==> src/rtl/simsamp_pkg.sv <==
package simsamp_pkg;
    typedef enum logic [1:0] {
        ST_IDLE = 2'd0,
        ST_ACQ  = 2'd1,
        ST_CONV = 2'd2,
        ST_DONE = 2'd3
    } seq_state_e;
endpackage

==> src/rtl/simsamp_edge.sv <==
module simsamp_edge #(
    parameter int          W       = 3,
    parameter logic [W-1:0] RST_VAL = '0
) (
    input  logic         clk,
    input  logic         rst_n,
    input  logic [W-1:0] sig,
    output logic [W-1:0] rise,
    output logic [W-1:0] fall
);
    logic [W-1:0] prev;

    for (genvar i = 0; i < W; i++) begin : g_bit
        always_ff @(posedge clk or negedge rst_n) begin
            if (!rst_n) prev[i] <= RST_VAL[i];
            else        prev[i] <= sig[i];
        end
        assign rise[i] = sig[i] & ~prev[i];
        assign fall[i] = ~sig[i] & prev[i];
    end
endmodule

==> src/rtl/simsamp_timer.sv <==
module simsamp_timer #(
    parameter int FIRST  = 13,
    parameter int STRIDE = 3
) (
    input  logic clk,
    input  logic rst_n,
    input  logic load,
    input  logic advance,
    output logic hit
);
    localparam int MAXV = (FIRST > STRIDE) ? FIRST : STRIDE;
    localparam int TW   = $clog2(MAXV + 1);

    logic [TW-1:0] tick;

    assign hit = advance && (tick == TW'(1));

    always_ff @(posedge clk or negedge rst_n) begin
        if (!rst_n)       tick <= TW'(FIRST);
        else if (load)    tick <= TW'(FIRST);
        else if (hit)     tick <= TW'(STRIDE);
        else if (advance) tick <= tick - 1'b1;
    end
endmodule

==> src/rtl/simsamp_readout.sv <==
module simsamp_readout #(
    parameter int NCH = 8,
    parameter int DW  = 12
) (
    input  logic              clk,
    input  logic              rst_n,
    input  logic              clear,
    input  logic [NCH-1:0]    mask,
    input  logic [$clog2(NCH+1)-1:0] ready_cnt,
    input  logic              rd_edge,
    input  logic              rd_active,
    input  logic [NCH*DW-1:0] chan_data,
    output logic [DW-1:0]     data_out
);
    localparam int CW = $clog2(NCH + 1);
    localparam int IW = (NCH > 1) ? $clog2(NCH) : 1;

    logic [CW-1:0] rd_ptr;
    logic [DW-1:0] held;
    logic [IW-1:0] sel;

    function automatic logic [IW-1:0] nth_chan(input logic [NCH-1:0] m,
                                               input logic [CW-1:0]  k);
        logic [CW-1:0] seen;
        nth_chan = '0;
        seen     = '0;
        for (int i = 0; i < NCH; i++) begin
            if (m[i]) begin
                if (seen == k) nth_chan = IW'(i);
                seen = seen + 1'b1;
            end
        end
    endfunction

    assign sel = nth_chan(mask, rd_ptr);

    always_ff @(posedge clk or negedge rst_n) begin
        if (!rst_n) begin
            rd_ptr <= '0;
            held   <= '0;
        end else if (clear) begin
            rd_ptr <= '0;
        end else if (rd_edge && (rd_ptr < ready_cnt)) begin
            held   <= chan_data[sel*DW +: DW];
            rd_ptr <= rd_ptr + 1'b1;
        end
    end

    assign data_out = rd_active ? held : '0;
endmodule

==> src/rtl/simsamp_sequencer.sv <==
module simsamp_sequencer
    import simsamp_pkg::*;
#(
    parameter int NCH    = 8,
    parameter int DW     = 12,
    parameter int FIRST  = 13,
    parameter int STRIDE = 3
) (
    input  logic              clk,
    input  logic              rst_n,
    input  logic              start_n,
    input  logic              conv_clk,
    input  logic [NCH-1:0]    chan_mask,
    input  logic              cs_n,
    input  logic              rd_n,
    input  logic [NCH*DW-1:0] chan_data,
    output logic              eoc_n,
    output logic              eolc_n,
    output logic [DW-1:0]     data_out
);
    localparam int CW = $clog2(NCH + 1);

    seq_state_e    state, state_nx;
    logic [2:0]    rise, fall;
    logic          start_rise, start_fall, cclk_rise, rd_edge, rd_active;
    logic          hit, last_hit;
    logic [NCH-1:0] mask_q;
    logic [CW-1:0] ready_cnt, nen_q, nen_now;

    assign rd_active = !cs_n && !rd_n;

    simsamp_edge #(.W(3), .RST_VAL(3'b001)) u_edge (
        .clk  (clk),
        .rst_n(rst_n),
        .sig  ({rd_active, conv_clk, start_n}),
        .rise (rise),
        .fall (fall)
    );

    assign start_rise = rise[0];
    assign start_fall = fall[0];
    assign cclk_rise  = rise[1];
    assign rd_edge    = rise[2];
    assign nen_now    = CW'($countones(chan_mask));

    simsamp_timer #(.FIRST(FIRST), .STRIDE(STRIDE)) u_timer (
        .clk    (clk),
        .rst_n  (rst_n),
        .load   (start_rise),
        .advance(cclk_rise && (state == ST_CONV)),
        .hit    (hit)
    );

    assign last_hit = hit && (ready_cnt + 1'b1 == nen_q);

    // state register
    always_ff @(posedge clk or negedge rst_n) begin
        if (!rst_n) state <= ST_IDLE;
        else        state <= state_nx;
    end

    // next-state
    always_comb begin
        state_nx = state;
        if (start_fall) begin
            state_nx = ST_ACQ;
        end else begin
            unique case (state)
                ST_IDLE: state_nx = ST_IDLE;
                ST_ACQ:  if (start_rise) state_nx = (nen_now == '0) ? ST_DONE : ST_CONV;
                ST_CONV: if (last_hit)   state_nx = ST_DONE;
                ST_DONE: state_nx = ST_DONE;
            endcase
        end
    end

    // outputs and conversion bookkeeping
    always_ff @(posedge clk or negedge rst_n) begin
        if (!rst_n) begin
            eoc_n     <= 1'b1;
            eolc_n    <= 1'b1;
            ready_cnt <= '0;
            nen_q     <= '0;
            mask_q    <= '0;
        end else if (start_fall) begin
            eoc_n     <= 1'b1;
            eolc_n    <= 1'b1;
            ready_cnt <= '0;
        end else begin
            unique case (state)
                ST_IDLE: ;
                ST_ACQ: if (start_rise) begin
                    mask_q    <= chan_mask;
                    nen_q     <= nen_now;
                    ready_cnt <= '0;
                    if (nen_now == '0) eolc_n <= 1'b0;
                end
                ST_CONV: if (cclk_rise) begin
                    if (hit) begin
                        eoc_n     <= 1'b0;
                        ready_cnt <= ready_cnt + 1'b1;
                        if (last_hit) eolc_n <= 1'b0;
                    end else begin
                        eoc_n <= 1'b1;
                    end
                end
                ST_DONE: if (cclk_rise) eoc_n <= 1'b1;
            endcase
        end
    end

    simsamp_readout #(.NCH(NCH), .DW(DW)) u_readout (
        .clk      (clk),
        .rst_n    (rst_n),
        .clear    (start_fall),
        .mask     (mask_q),
        .ready_cnt(ready_cnt),
        .rd_edge  (rd_edge),
        .rd_active(rd_active),
        .chan_data(chan_data),
        .data_out (data_out)
    );
endmodule

==> config.mk <==
export PLATFORM = sky130hd
export DESIGN_NAME = simsamp_sequencer
export DESIGN_NICKNAME = d
export VERILOG_FILES = /design/src/rtl/simsamp_pkg.sv /design/src/rtl/simsamp_edge.sv /design/src/rtl/simsamp_timer.sv /design/src/rtl/simsamp_readout.sv /design/src/rtl/simsamp_sequencer.sv
export SDC_FILE = /design/constraint.sdc
export NUM_CORES = 1
export LEC_CHECK = 0
export CELL_PAD_IN_SITES_DETAIL_PLACEMENT = 0
export CELL_PAD_IN_SITES_GLOBAL_PLACEMENT = 1
export CORE_MARGIN = 1
export CORE_UTILIZATION = 44
export CTS_BUF_LIST = sky130_fd_sc_hd__clkbuf_4 sky130_fd_sc_hd__clkbuf_8
export DETAILED_ROUTE_END_ITERATION = 6
export DONT_BUFFER_PORTS = 1
export PLACE_DENSITY_LB_ADDON = 0.1
export SLEW_MARGIN = 20
export SYNTH_ARGS = -nofsm -noshare
export SYNTH_HDL_FRONTEND = slang
export SYNTH_SLANG_ARGS = --single-unit
==> constraint.sdc <==
create_clock -name clk -period 4.8 [get_ports clk]
set_input_delay 0.96 -clock clk [delete_from_list [all_inputs] [get_ports clk]]
set_output_delay 0.96 -clock clk [all_outputs]
set_load 0.01 [all_outputs]
======== Word level (Yosys, flattened, before mapping) ========
Index checks and enable logic that the tools add are counted.
storage, ports and cells
  input bits .............................. 110
  bits in registers ....................... 43
  output and inout port bits .............. 14
  word-level logic and storage cells ...... 126
cells by class
  add/subtract/negate cells ............... 16
  bitwise logic cells ..................... 9
  $mul .................................... 1
  mux-type cells .......................... 49
  equal/unequal tests ..................... 18
  reductions and logical operators ........ 19
  shifts and indexed selects .............. 1
  $lt $le $gt $ge ......................... 1
operators by type and width
  kind                   number
  $shiftx A96 B8 Y12     1
  $mux W4                15
  $mux W3                13
  $add A4 B1 Y4 const B  7
  $eq A4 B4 Y1           7
  $ne A3 B3 Y1 const B   6
  $mux W1                13
  $mux W12               1
  $reduce_bool A3 Y1     3
  $add A1 B1 Y2          4
  $pmux W2 S4            1
  $pmux W4 S2            1
  $add A2 B2 Y3          2
  $mux W2                3
  $reduce_and A3 Y1      2
  $reduce_and A6 Y1      1
  $logic_and A1 B1 Y1    5
  $mul A3 B2 Y5 const B  1
  $not A1 Y1             5
  $add A3 B3 Y4          1
  $and A1 B1 Y1          4
  $eq A1 B4 Y1           1
  $eq A2 B2 Y1 const B   2
  $eq A4 B1 Y1 const B   1
  other kinds (11)       14

======== Depth between registers and ports, before layout ========
  depth after elaboration ................. 18
  depth in mapped cells ................... 24
  mapped depth without buffers ............ 22

======== Cells and area by module ========
From an unflattened synthesis, not the netlist that was laid out.
second synthesis, totals
  cells, all modules ...................... 505
  area total of the unflattened synthesis .. 4435.5 µm²
by module, submodules not included
  module             area an instance (µm²)  times used  seq. area each (µm²)  cells each
  simsamp_readout    2911.5                  1           400.4                 358
  simsamp_sequencer  1137.3                  1           503.0                 114
  simsamp_timer      272.8                   1           103.8                 24
  simsamp_edge       113.9                   1           76.3                  9

======== Worst setup path before layout ========
No wires, ideal clock.
  path type ............................... register to register
  start point ............................. register mask_q[0]
  end point ............................... register u_readout.held[6]
  cell stages (with the launch flop) ...... 25
  data arrival time ....................... 4.404 ns
  path buffers ............................ 2
  setup time .............................. 0.069 ns
  data required time ...................... 4.731 ns
  setup slack ............................. 0.327 ns
  period minus slack after synthesis ...... 4.473 ns
  cell sequence ........................... dfrtp_1 inv_1 ha_1 buf_6 xnor2_1 inv_1 ha_1 nand2b_1 o31ai_1 inv_1 ha_1 nor2b_1 nor3_1 ha_1 nand2_1 o41ai_2 ha_1 mux2i_1 xor2_1 nand3_1 or2_4 a41oi_2 buf_4 o2111ai_1 nand3_1
between the ends
  longest elaborated chain between the ends .. 18
  elaborated cells between the ends (all ways) .. 36
  classes of those cells .................. add/sub: 6; mul: 1; eq/ne: 7; shift: 1; mux: 21
ends and longest elaborated chain
  item                                           RTL line                                      RTL
  start: declaration                             simsamp_sequencer.sv:27                       logic [NCH-1:0] mask_q;
  start signal: assignment                       simsamp_sequencer.sv:93                       mask_q <= chan_mask;
  $mux W1 *                                      simsamp_readout.sv:28                         if (m[i]) begin
  $add A1 B1 Y2 or $eq A1 B4 Y1 (tied branches)  simsamp_readout.sv:30, simsamp_readout.sv:29
  $mux W4 or $mux W1 (tied branches)             simsamp_readout.sv:28, simsamp_readout.sv:29
  $add A4 B1 Y4 (tied with other cells)          simsamp_readout.sv:30                         seen = seen + 1'b1;
  $mux W4 or $mux W3 (tied branches)             simsamp_readout.sv:28, simsamp_readout.sv:29
  $add A4 B1 Y4 (tied with other cells)          simsamp_readout.sv:30
  $mux W4 or $mux W3 (tied branches)             simsamp_readout.sv:28, simsamp_readout.sv:29
  $add A4 B1 Y4 (tied with other cells)          simsamp_readout.sv:30
  [... 2 more ...]                               n/a
  $mux W4 or $mux W3 (tied branches)             simsamp_readout.sv:28, simsamp_readout.sv:29
  $add A4 B1 Y4 (tied with other cells)          simsamp_readout.sv:30
  $mux W4 or $mux W3 (tied branches)             simsamp_readout.sv:28, simsamp_readout.sv:29
  $eq A4 B4 Y1 or $mux W3 (tied branches)        simsamp_readout.sv:29, simsamp_readout.sv:28
  $mux W3                                        simsamp_readout.sv:29                         if (seen == k) nth_chan = IW'(i);
  $mux W3 *                                      simsamp_readout.sv:28
  $mul A3 B2 Y5 *                                simsamp_readout.sv:44                         held <= chan_data[sel*DW +: DW];
  $shiftx A96 B8 Y12 *                           simsamp_readout.sv:44
  end signal: assignment                         simsamp_readout.sv:44
  end: declaration                               simsamp_readout.sv:19                         logic [DW-1:0] held;
Every way passes the cells marked *; elsewhere a longest branch is shown, timed or not.
A chain may end at the register's enable or synchronous reset.

======== Final worst setup path ========
  start point ............................. register mask_q[0]
  end point ............................... register u_readout.held[8]
The elaborated chain is that of the path after synthesis.

==> impl_metrics.json <==
{
  "status": "completed",
  "dp_hpwl_um": 7701,
  "drtPass1Iterations": 5,
  "core_sq_um": 8891,
  "drt_first_iter_violations": 81,
  "synth_top_area_share_pct": 22.55,
  "die-area_sq_um": 9720,
  "fin_crit_ps": 4453,
  "synth_seq_cells": 43,
  "die-width_um": 98.59,
  "cts.sinks": 43,
  "slowest_delay_ps": 410,
  "crit_chain": "inv_1, ha_1, nor2b_1, or2_4, ha_4, nand2b_1, o31ai_4, inv_2, ha_4, nor2b_4, nor3_2, ha_1, nand2_2, o41ai_4, ha_1, mux2i_1, xor2_1, nand3_2, or2_4, a41oi_4, buf_6, o2111ai_1, nand3_1",
  "setup_viol": 0,
  "grt_overflow_total": 0,
  "final_max_slew_viol_count": 0,
  "nets": 623,
  "path_class": "flop to flop",
  "cts_made_buffers": 5,
  "drv_cap": 0,
  "synth_ff_type": "dfrtp_1",
  "htreeDepth": 2,
  "ctsHoldBuffers": 0,
  "drc": 0,
  "start_kind": "flop",
  "track_usage_pct": 21.33,
  "first_global_vias": 3347,
  "finalWorstSetupSlack_ps": 346.9,
  "worstSetupEndpointType": "flop",
  "grt_max_degree": 44,
  "postSynthAreaPerCell_sq_um": 8.327,
  "viasPerCell": 5.644,
  "synth_edf_count": 0,
  "grt_pass1_wl_um": 16570,
  "skew_ps": 11.85,
  "cpMostUsedCell": "ha_1",
  "yosysTopAreaCell": "dfrtp_1",
  "antenna_found_initial": 0,
  "tightest_slew_ps": 1019,
  "setup_tns_ps": 0,
  "synthTopCellsByArea": "dfrtp_1 23%, mux2i_1 6.3%, ha_1 6.1%",
  "gp_congestion": 0.7992,
  "arrival_ps": 4690,
  "clockBufferDepth": 2,
  "rsz0062_at_grt": "no",
  "syn_inst": 493,
  "slowest_stage": "dfrtp_1",
  "clock_tree.root_cell": "clkbuf_8",
  "worstSkewPairLatency_ps": 300,
  "area_growth_pct": 8.260,
  "die_h_um": 98.59,
  "pre_cts_slack_ps": 127.3,
  "num_io_pins": 124,
  "wirelength_um": 10020,
  "start_util_pct": 46.17,
  "dr_total_vias": 3375,
  "clkTransAtPathRegs_ps": 90,
  "ys_types": 66,
  "yosys_warnings": 0,
  "rows": 34,
  "avgRoutedWirePerCell_um": 16.75,
  "syn_nets": 627,
  "finalCritPeriodShare_pct": 92.77,
  "fmax_mhz": 224.6,
  "drive_gt1_share_pct": 13.47,
  "cp_max_fo": 6,
  "r2r-start": "mask_q[0]",
  "cp.required_ps": 5040,
  "cts_tree": "done",
  "hold_violations": 0,
  "syn_area_sq_um": 4105,
  "relSlewSlack_pct": 31.81,
  "dp.cells": 588,
  "async_flop_share_pct": 100.0,
  "yosysSeqAreaShare_pct": 26.39,
  "instances_no_fill": 598,
  "antenna_cells": 0,
  "min_path_type": "input pin to asynchronous set/reset pin",
  "startpoint": "mask_q[0]",
  "ant_nets": 0,
  "portBuffers": 0
}
-- cells in the final DEF (no fill, tap or decap), types with 4 or more instances in the layout --
master     instances
inv_1             45
a22oi_2            4
nor2b_1            9
clkbuf_8           6
a21oi_1           19
mux2_2             5
o2111ai_1         15
nand2_1           62
dfrtp_1           37
fa_1               4
nor2_1            31
nand3_1           19
o21ai_0           16
o211ai_1           9
a22oi_1            5
xor2_1            12
o31ai_1            5
nand4_1            7
ha_1              18
and2_1            14
a31oi_1            5
mux2i_1           26
xnor2_1           25
nand2b_1           8
buf_4             14
dfstp_2            6
-- area by class of cell --
class	count	area [sq um]
clock inverters	2	35.03
repair buffers	17	156.4
flip-flops and latches	43	1084
clock buffers	6	82.58
inverters	46	172.7
well taps	108	135.1
multi-input cells	376	2779
fillers	875	4447
-- kinds of logic (layout without fill, tap and decap cells) --
logic type                 count (synthesis)  count (layout)  synth area share, %
DFF                                       43              43                26.39
AOI/OAI and AO/OA                        102             102                18.56
and+or+nand+nor                          180             180                22.01
adders and majority gates                 24              24                8.046
muxes                                     31              31                7.711
xor gates and xnor gates                  39              39                8.991
buffers and inverters                     74              71                8.290
-- metrics by stage --
step	hold WS (ps)	instance area [sq um]	utilization, %
2_1_floorplan	449.5	4105	-
3_3_place_gp	468.6	4210	47.35
3_5_place_dp	475.8	4210	47.35
4_1_cts	330.1	4328	48.68
5_1_grt	325.3	4444	49.99
6_report	346.8	4444	49.99
-- cell usage after synthesis, drive strengths merged, types with 3 or more instances --
cell     instances
mux2             5
fa               4
nor2b           10
buf             19
nand2b           8
o22ai            3
a21oi           20
a22oi            9
xnor2           25
nand2           64
nand3           21
nand4            7
nor3             6
or2              4
o31ai            7
clkbuf           9
o21ai           18
o211ai           9
and2            14
dfstp            6
dfrtp           37
ha              20
nor4             3
mux2i           26
nor2            31
xor2            12
o2111ai         15
inv             46
a31oi            5
-- repair_timing --
item                                    CTS  global route
setup buffers                             0             2
resized for setup                         0            18
endpoints found under the setup margin    0            12
-- sequential cells by signal, summed over array words and instances (netlist names) --
signal and cells:
ready_cnt 4, u_timer.tick 4, mask_q 8, state 2
eolc_n 1, u_readout.rd_ptr 4, u_edge.prev 3, nen_q 4
u_readout.held 12, eoc_n 1
-- worst paths after layout --
kind | endpoint | slack, ps | cells after the start
max reg2reg | u_readout.held[8] | 350 | 23
min reg2reg | u_readout.held[1] | 490 | 2
max | u_readout.held[8] | 350 | 23
max in group asynchronous | u_timer.tick[3] | 4270 | 0
min | u_edge.prev[1] | 350 | 0
min in group clk | u_readout.held[1] | 490 | 2
-- critical path, delay by kind of cell (launching register included) --
family          cells  cell delay, ps
simple gates        9            1530
fa+ha+maj           5            1310
compound gates      4             490
flops               1             410
buf+inv             3             290
xor+xnor            1             190
mux                 1             160
-- metal layers --
| metal | part of all wire (%) | routed length (um) | GRT usage [%] | vias up |
|---|---|---|---|---|
| li1 | - | - | - | 1706 |
| met2 | 50 | 5009 | 36.89 | 80 |
| met5 | 0 | 0 | 0 | - |
| met4 | 1.2 | 116 | 5.511 | 0 |
| met1 | 44 | 4434 | 27.87 | 1580 |
| met3 | 4.5 | 454 | 3.333 | 9 |
Power is not shown: default switching activity piles up to over one toggle a cycle in this logic, so the estimate is an artifact.
